**src/rtl/ckout_pkg.sv**
```systemverilog
package ckout_pkg;

  typedef enum logic {
    SRC_SLOW = 1'b0,
    SRC_FAST = 1'b1
  } ckout_src_e;

  // Pre-divider ratio: powers of two for every code but the top one,
  // which maps to a fixed non-power-of-two ratio.
  function automatic int unsigned pre_ratio(input int unsigned code,
                                            input int unsigned code_top,
                                            input int unsigned top_ratio);
    return (code == code_top) ? top_ratio : (32'd1 << code);
  endfunction

endpackage

```
**src/rtl/ckout_cfg.sv**
```systemverilog
module ckout_cfg
  import ckout_pkg::*;
#(
  parameter int PRE_W   = 3,
  parameter int POST_W  = 3,
  parameter int PRE_TOP = 122,
  parameter int DIV_W   = 14,
  parameter int HALF_W  = DIV_W - 1
) (
  input  logic              clk,
  input  logic              rst_n,
  input  logic              load,
  input  logic [PRE_W-1:0]  pre_code,
  input  logic              src_sel,
  input  logic [POST_W-1:0] post_code,
  input  logic              enable,
  output logic              run,
  output ckout_src_e        src,
  output logic              bypass,
  output logic [HALF_W-1:0] half
);

  localparam int unsigned PRE_CODE_TOP = (1 << PRE_W) - 1;

  logic [DIV_W-1:0] ratio_pre;
  logic [DIV_W-1:0] ratio_all;

  // The slow source never passes through the pre-divider.
  always_comb begin
    if (src_sel == SRC_FAST)
      ratio_pre = DIV_W'(pre_ratio(32'(pre_code), PRE_CODE_TOP, PRE_TOP));
    else
      ratio_pre = DIV_W'(1);
    ratio_all = ratio_pre << post_code;
  end

  // Active settings: captured while idle or at a period boundary only.
  always_ff @(posedge clk) begin
    if (!rst_n) begin
      run    <= 1'b0;
      src    <= SRC_SLOW;
      bypass <= 1'b1;
      half   <= '0;
    end else if (load) begin
      run    <= enable;
      src    <= ckout_src_e'(src_sel);
      bypass <= (ratio_all == DIV_W'(1));
      half   <= ratio_all[DIV_W-1:1];
    end
  end

endmodule

```
**src/rtl/ckout_src_mux.sv**
```systemverilog
module ckout_src_mux #(
  parameter int N_SRC = 2,
  parameter int SEL_W = (N_SRC > 1) ? $clog2(N_SRC) : 1
) (
  input  logic [N_SRC-1:0] ticks,
  input  logic [SEL_W-1:0] sel,
  input  logic             run,
  output logic             tick
);

  logic [N_SRC-1:0] gated;

  for (genvar i = 0; i < N_SRC; i++) begin : g_gate
    assign gated[i] = ticks[i] & (sel == SEL_W'(i));
  end

  assign tick = run & (|gated);

endmodule

```
**src/rtl/ckout_phase.sv**
```systemverilog
module ckout_phase #(
  parameter int HALF_W = 13
) (
  input  logic              clk,
  input  logic              rst_n,
  input  logic              en_req,
  input  logic              run,
  input  logic              bypass,
  input  logic [HALF_W-1:0] half,
  input  logic              tick,
  output logic              out_q,
  output logic              boundary
);

  logic [HALF_W-1:0] cnt;
  logic              last;

  assign last = (cnt == half - HALF_W'(1));

  // End of a period: the pulse that closes a high phase, or any
  // pulse-free cycle when running undivided.
  assign boundary = bypass ? ~tick : (tick & last & out_q);

  always_ff @(posedge clk) begin
    if (!rst_n || !en_req || !run) begin
      cnt   <= '0;
      out_q <= 1'b0;
    end else if (bypass) begin
      cnt   <= '0;
      out_q <= tick;
    end else if (tick) begin
      if (last) begin
        cnt   <= '0;
        out_q <= ~out_q;
      end else begin
        cnt <= cnt + HALF_W'(1);
      end
    end
  end

  // a cleared enable parks the output low on the next cycle
  p_off_low_r6: assert property (@(posedge clk) disable iff (!rst_n)
    !en_req |=> !out_q);

  // in divided mode the output moves only on a source pulse
  p_runt_free_r8: assert property (@(posedge clk) disable iff (!rst_n)
    (run && en_req && !bypass && !tick) |=> $stable(out_q));

  // the phase counter never reaches the phase length
  p_cnt_range_r2: assert property (@(posedge clk) disable iff (!rst_n)
    (run && !bypass) |-> (cnt < half));

endmodule

```
**src/rtl/ckout_gen.sv**
```systemverilog
module ckout_gen
  import ckout_pkg::*;
#(
  parameter int PRE_W   = 3,
  parameter int POST_W  = 3,
  parameter int PRE_TOP = 122
) (
  input  logic                      clk,
  input  logic                      rst_n,
  input  logic [PRE_W+POST_W+1:0]   ctrl,
  input  logic                      slow_tick,
  input  logic                      fast_tick,
  output logic                      clk_out
);

  localparam int ENA_BIT   = 0;
  localparam int POST_LSB  = 1;
  localparam int SRC_BIT   = POST_W + 1;
  localparam int PRE_LSB   = POST_W + 2;
  localparam int MAX_RATIO = PRE_TOP << ((1 << POST_W) - 1);
  localparam int DIV_W     = $clog2(MAX_RATIO + 1);
  localparam int HALF_W    = DIV_W - 1;

  logic              run_w;
  ckout_src_e        src_w;
  logic              bypass_w;
  logic [HALF_W-1:0] half_w;
  logic              tick_w;
  logic              boundary_w;
  logic              load_w;
  logic [1:0]        ticks_w;

  assign ticks_w = {fast_tick, slow_tick};
  assign load_w  = ~ctrl[ENA_BIT] | ~run_w | boundary_w;

  ckout_cfg #(
    .PRE_W   (PRE_W),
    .POST_W  (POST_W),
    .PRE_TOP (PRE_TOP),
    .DIV_W   (DIV_W),
    .HALF_W  (HALF_W)
  ) u_cfg (
    .clk       (clk),
    .rst_n     (rst_n),
    .load      (load_w),
    .pre_code  (ctrl[PRE_LSB +: PRE_W]),
    .src_sel   (ctrl[SRC_BIT]),
    .post_code (ctrl[POST_LSB +: POST_W]),
    .enable    (ctrl[ENA_BIT]),
    .run       (run_w),
    .src       (src_w),
    .bypass    (bypass_w),
    .half      (half_w)
  );

  ckout_src_mux #(
    .N_SRC (2),
    .SEL_W (1)
  ) u_mux (
    .ticks (ticks_w),
    .sel   (src_w),
    .run   (run_w),
    .tick  (tick_w)
  );

  ckout_phase #(
    .HALF_W (HALF_W)
  ) u_phase (
    .clk      (clk),
    .rst_n    (rst_n),
    .en_req   (ctrl[ENA_BIT]),
    .run      (run_w),
    .bypass   (bypass_w),
    .half     (half_w),
    .tick     (tick_w),
    .out_q    (clk_out),
    .boundary (boundary_w)
  );

  // active settings change only while the output is low
  p_cfg_at_boundary_r8: assert property (@(posedge clk) disable iff (!rst_n)
    (!$stable(half_w) || !$stable(src_w)) |-> !clk_out);

endmodule

```
**config.mk**
```make
export PLATFORM = sky130hd
export DESIGN_NAME = ckout_gen
export DESIGN_NICKNAME = d
export VERILOG_FILES = /design/src/rtl/ckout_pkg.sv /design/src/rtl/ckout_cfg.sv /design/src/rtl/ckout_src_mux.sv /design/src/rtl/ckout_phase.sv /design/src/rtl/ckout_gen.sv
export SDC_FILE = /design/constraint.sdc
export NUM_CORES = 1
export LEC_CHECK = 0
export BUFFER_PORTS_ARGS = -buffer_cell sky130_fd_sc_hd__clkbuf_2
export CORE_ASPECT_RATIO = 0.6
export CORE_MARGIN = 2
export CORE_UTILIZATION = 50
export CTS_BUF_LIST = sky130_fd_sc_hd__clkbuf_4 sky130_fd_sc_hd__clkbuf_8 sky130_fd_sc_hd__clkbuf_16
export CTS_CLUSTER_DIAMETER = 30
export DETAILED_ROUTE_END_ITERATION = 8
export PLACE_DENSITY = 0.68
export SKIP_CTS_REPAIR_TIMING = 1
export SYNTH_ARGS = -nofsm -noshare
export SYNTH_HDL_FRONTEND = slang
export SYNTH_SLANG_ARGS = --single-unit
```
**constraint.sdc**
```tcl
create_clock -name clk -period 4.1 [get_ports clk]
set_input_delay 0.41 -clock clk [delete_from_list [all_inputs] [get_ports clk]]
set_output_delay 0.41 -clock clk [all_outputs]
set_load 0.02 [all_outputs]
```
Word-level counts from Yosys, hierarchy flattened
Cells that the tools add are included.
{ "classes": {"n_eq_ne": 3, "n_mux": 7, "n_shift": 2, "n_addsub": 2, "reduce_logical": 10, "bitwise_logic": 12} }
{ "op_table": {"columns": ["cell", "count"], "rows": [
  ["2-to-1 mux 14 bit", 2],
  ["== test 14 x 1 -> 1 bit (second input constant)", 1],
  ["<< shifter 1 x 3 -> 14 bit (first input constant)", 1],
  ["<< shifter 14 x 3 -> 14 bit", 1],
  ["adder 13 x 1 -> 13 bit (second input constant)", 1],
  ["== test 13 bit", 1],
  ["2-to-1 mux 13 bit", 1],
  ["subtractor 13 x 1 -> 13 bit (second input constant)", 1],
  ["AND 1 bit", 5],
  ["NOT 1 bit", 5],
  ["2-to-1 mux 1 bit", 4],
  ["nonzero test 2 bit", 2],
  ["OR reduction 2 bit", 2],
  ["== test 3 bit (second input constant)", 1],
  ["zero test 1 bit", 3],
  ["logical OR 1 bit", 2],
  ["bitwise OR 1 bit", 2],
  ["AND reduction 2 bit", 1]
]} }
{ "totals": {"output_inout_bits": 1, "elab_cells": 42, "reg_bits": 30, "in_bits": 12} }

Longest topological paths before layout
{ "depth": {"ltp_word": 8, "ltp_mapped": 11, "mapped_depth_nobuf": 9} }

Modules after synthesis
From an unflattened synthesis, not the netlist that was laid out.
{ "hier_totals": {"cells_unflattened": 266, "hier_area_um2": 2152.1} }
{ "modules_own_cells": {"columns": ["mod", "instances", "seq_area_each_um2", "cells_per_inst", "area_each_um2"], "rows": [
  ["ckout_phase", 1, 280.3, 132, 1088.5],
  ["ckout_cfg", 1, 320.3, 131, 1039.7],
  ["ckout_src_mux", 1, 0.0, 2, 16.3],
  ["ckout_gen", 1, 0.0, 1, 7.5]
]} }

Least setup slack after synthesis
Ideal clock, no wire load.
{ "synth_path": {"path_type": "flip-flop to flip-flop", "startpoint": "register u_cfg.half[0]", "endpoint": "register u_cfg.half[6]", "slack_ps": 876, "arrival_ps": 3102, "path_buffers": 2, "required_ps": 3978, "stages_incl_launch_ff": 12, "path_cell_list": "dfxtp_1 inv_1 ha_1 or3b_2 or4b_4 a2111oi_4 nand2_1 or4_1 and2_4 buf_6 buf_12 mux2i_1"} }
{ "synth_between": {"elab_chain_cells": 6} }
{ "synth_lines": {"columns": ["item", "line_no", "rtl"], "rows": [
  ["from (decl)", "ckout_cfg.sv:20", "output logic [HALF_W-1:0] half"],
  ["from (signal assigned)", "ckout_cfg.sv:48", "half <= ratio_all[DIV_W-1:1];"],
  ["subtractor 13 x 1 -> 13 bit", "ckout_phase.sv:18", "assign last = (cnt == half - HALF_W'(1));"],
  ["== test 13 bit", "ckout_phase.sv:18", null],
  ["AND 1 bit (2 in series)", "ckout_phase.sv:22", "assign boundary = bypass ? ~tick : (tick & last & out_q);"],
  ["2-to-1 mux 1 bit", "ckout_phase.sv:22", null],
  ["bitwise OR 1 bit", "ckout_gen.sv:34", "assign load_w = ~ctrl[ENA_BIT] | ~run_w | boundary_w;"]
]} }
Every way passes these cells.
A chain may end at the register's enable or synchronous reset.

Worst setup path in the final report
{ "layout_path": {"startpoint": "register u_cfg.half[0]", "endpoint": "register u_cfg.half[4]"} }
The elaborated chain is that of the path after synthesis.

==> results.py <==
metrics = {
    "outcome": {
        "outcome": "finished clean",
    },
    "logic_synthesis": {
        "synth.mux.area_fraction_pct": 8.31,
        "synth_compound_area_share_pct": 15.4,
        "synthXorXnorAreaFrac_pct": 11.1,
        "netlist_instances": 284,
        "synth_edf_count": 0,
        "yosysUniqueCellTypes": 55,
        "yosysTopAreaCell": "dfxtp_1",
        "synth_seq_cells": 30,
        "synth.most_common_cell": "nand2_1",
        "netlist_area_sq_um": 2210,
        "synthFlopType": "dfxtp_1",
        "synth-simple-area-share_pct": 29.7,
        "yosys-top-cells-area": "dfxtp_1 27%, mux2i_1 6.8%, xnor2_1 6.3%, nand2_1 5.9%, xor2_1 4.7%",
        "synth_top_family_by_area": "simple AND/OR/NAND/NOR gates",
        "synthAdderAreaFrac_pct": 1.58,
        "synth_top_area_share_pct": 27.1,
        "synthTopCellsByCount": "35 x nand2_1, 30 x dfxtp_1, 26 x nor2_1, 17 x nand3_1, 16 x xnor2_1",
        "synth_area_per_cell_sq_um": 7.80,
        "ys_async_sr_fraction_pct": 0,
        "ys_seq_area_share_pct": 27.1,
        "synth_nets": 298,
        "yosys_warnings": 0,
    },
    "worst_setup_path": {
        "path_buf_inv": 1,
        "crit_type": "reg2reg",
        "worstRegToRegCells": 9,
        "cp.arrival_ps": 3510,
        "timing.rr.end": "u_cfg.half[4]",
        "timing.rr.start": "u_cfg.half[0]",
        "crit_path_start_kind": "flop",
        "cpPeakStageDelay_ps": 580,
        "crit_fanout": 15,
        "cpMaxStageDelayCell": "or4b_4",
        "crit_required_ps": 4280,
        "cp_top_family": "simple AND/OR/NAND/NOR gates",
        "r2r_slack_ps": 770,
        "path_cells": "inv_1 -> ha_1 -> or3b_2 -> or4b_4 -> a2111oi_4 -> nand2_1 -> or4_1 -> and2_4 -> o211a_1",
        "end_kind": "flop",
    },
    "placement": {
        "place.gp.congestion": 0.970,
        "place_ws_ps": 799,
        "port_buffers": 12,
        "hpwl_um": 3670,
        "dpl.cell_count": 335,
        "place_area_sq_um": 2240,
    },
    "sta": {
        "rsz0062_at_grt": "false",
        "slew_headroom_pct": 61.5,
        "final.setup_skew_ps": 4.81,
        "hold_viol_final": 0,
        "min_period_ps": 3330,
        "fin_crit_sh_pct": 81.1,
        "setup_violations": 0,
        "fmax_ghz": 0.301,
        "worst_hold_slack_ps": 356,
        "slew_viol_final": 0,
        "fin_ws_ps": 775,
        "tightest_slew_ps": 572,
        "final.setup.tns_ps": 0,
    },
    "clock_tree": {
        "worstSkewPairLatency_ps": 280,
        "cts_buffer_depth": 2,
        "cts_tree": "done",
        "numCtsBuffers": 5,
        "clk_pin_slew_worst_paths_ps": 60,
        "root_buffer": "clkbuf_8",
        "htreeDepth": 2,
        "clock_sinks": 30,
    },
    "drt": {
        "firstDrtPassIters": 5,
        "wirelength_um": 4820,
        "via_per_inst": 5.68,
        "drc_errors": 0,
        "ant_nets": 0,
        "first_iter_violations": 101,
        "vias": 1949,
        "wl_per_cell_um": 14.0,
    },
    "hold_path": {
        "min_path_cells": 2,
        "worstHoldStart": "ctrl[0]",
        "hp-class": "in2reg",
        "hold-path-endpoint": "u_cfg.run",
    },
    "global_route": {
        "grt_pass1_vias": 1712,
        "antenna_found_initial": 0,
        "grt_overflow_total": 0,
        "grtUsageTotal_pct": 20.6,
        "grt_pass1_wl_um": 8340,
        "grt_start_max_net_pins": 30,
    },
    "layout": {
        "synthToLayoutAreaGrowth_pct": 5.93,
        "drive_above_1_share_pct": 11.7,
        "diodes": 0,
        "nFillCells": 397,
        "design_area_sq_um": 2350,
        "nets": 296,
        "utilization_pct": 56.0,
        "stdcell_count": 343,
    },
    "power": {
        "vdd_drop_max_mv": 0.199,
        "p_leak_nw": 0.794,
        "pwr_density_cell_nw_per_um2": 297,
        "totalPowerFinal_mw": 0.696,
    },
    "run": {
        "timing.max_cap.violations": 0,
    },
    "floorplanning": {
        "start_util_pct": 52.9,
        "dieArea_sq_um": 5000,
        "die_w_um": 89.9,
        "rows": 18,
        "ios": 13,
        "die_y_um": 55.6,
        "core_area_sq_um": 4190,
    },
}
[worst register-to-register path, delay by kind of cell, from the launching register on]
family	cells	cell delay, ps
simple gates	5	1960
compound gates	2	610
fa+ha+maj	1	240
flops	1	360
buf+inv	1	70
[cell type report]
type | instances | area (sq um) | area share [%]
Multi-Input combinational cell | 224 | 1460 | 62.3
Tap cell | 60 | 75.1 | 3.20
Sequential cell | 30 | 601 | 25.6
Inverter | 8 | 30.0 | 1.28
Clock buffer | 8 | 110 | 4.69
Timing Repair Buffer | 13 | 67.6 | 2.88
[how the worst max path moves through the flow]
stage / startpoint / end / slack (ps) / cells past startpoint
CTS: u_cfg.half[0] / u_cfg.half[4] / 780 / 9
global route: u_cfg.half[0] / u_phase.cnt[4] / 550 / 9
detailed placement: u_cfg.half[0] / u_cfg.half[4] / 800 / 9
global placement: u_cfg.half[0] / u_cfg.half[4] / 830 / 9
finish: u_cfg.half[0] / u_cfg.half[4] / 770 / 9
floorplan: u_cfg.half[0] / u_cfg.half[6] / 880 / 11
[cell usage in the layout, fill, tap and decap left out, types with 8 or more instances in the layout]
cell and instances:
nand2_1 35, xnor2_1 16, nand3_1 17, inv_1 8, a21oi_1 9, clkbuf_2 12
o21ai_0 12, clkbuf_8 8, nor2_1 26, mux2i_1 15, xor2_1 12, dfxtp_1 30
[where the power goes]
group / internal [mW] / switching, mW / leakage [nW] / total [mW]
clock: 0.169 / 0.109 / 0.0575 / 0.278
sequential: 0.297 / 0.00861 / 0.243 / 0.306
combinational: 0.0440 / 0.0676 / 0.493 / 0.112
[routing by layer]
metal	track usage [%]	vias up	part of all wire, %
li1	-	1012	-
met1	34.3	886	58
met2	26.2	49	36
met3	4.91	2	6.6
met4	2.86	0	0.19
met5	0	-	0
[cells by family after synthesis]
family          Yosys count
simple gates            128
compound gates           47
buf+inv                  30
flops                    30
xor+xnor                 28
mux                      18
fa+ha+maj                 3
[flip-flops by register name, indices dropped and copies added, names as in the netlist]
register       flops
u_cfg.bypass       1
u_cfg.half        13
u_cfg.run          1
u_cfg.src          1
u_phase.cnt       13
u_phase.out_q      1
Power figures use the tool's default switching activity.
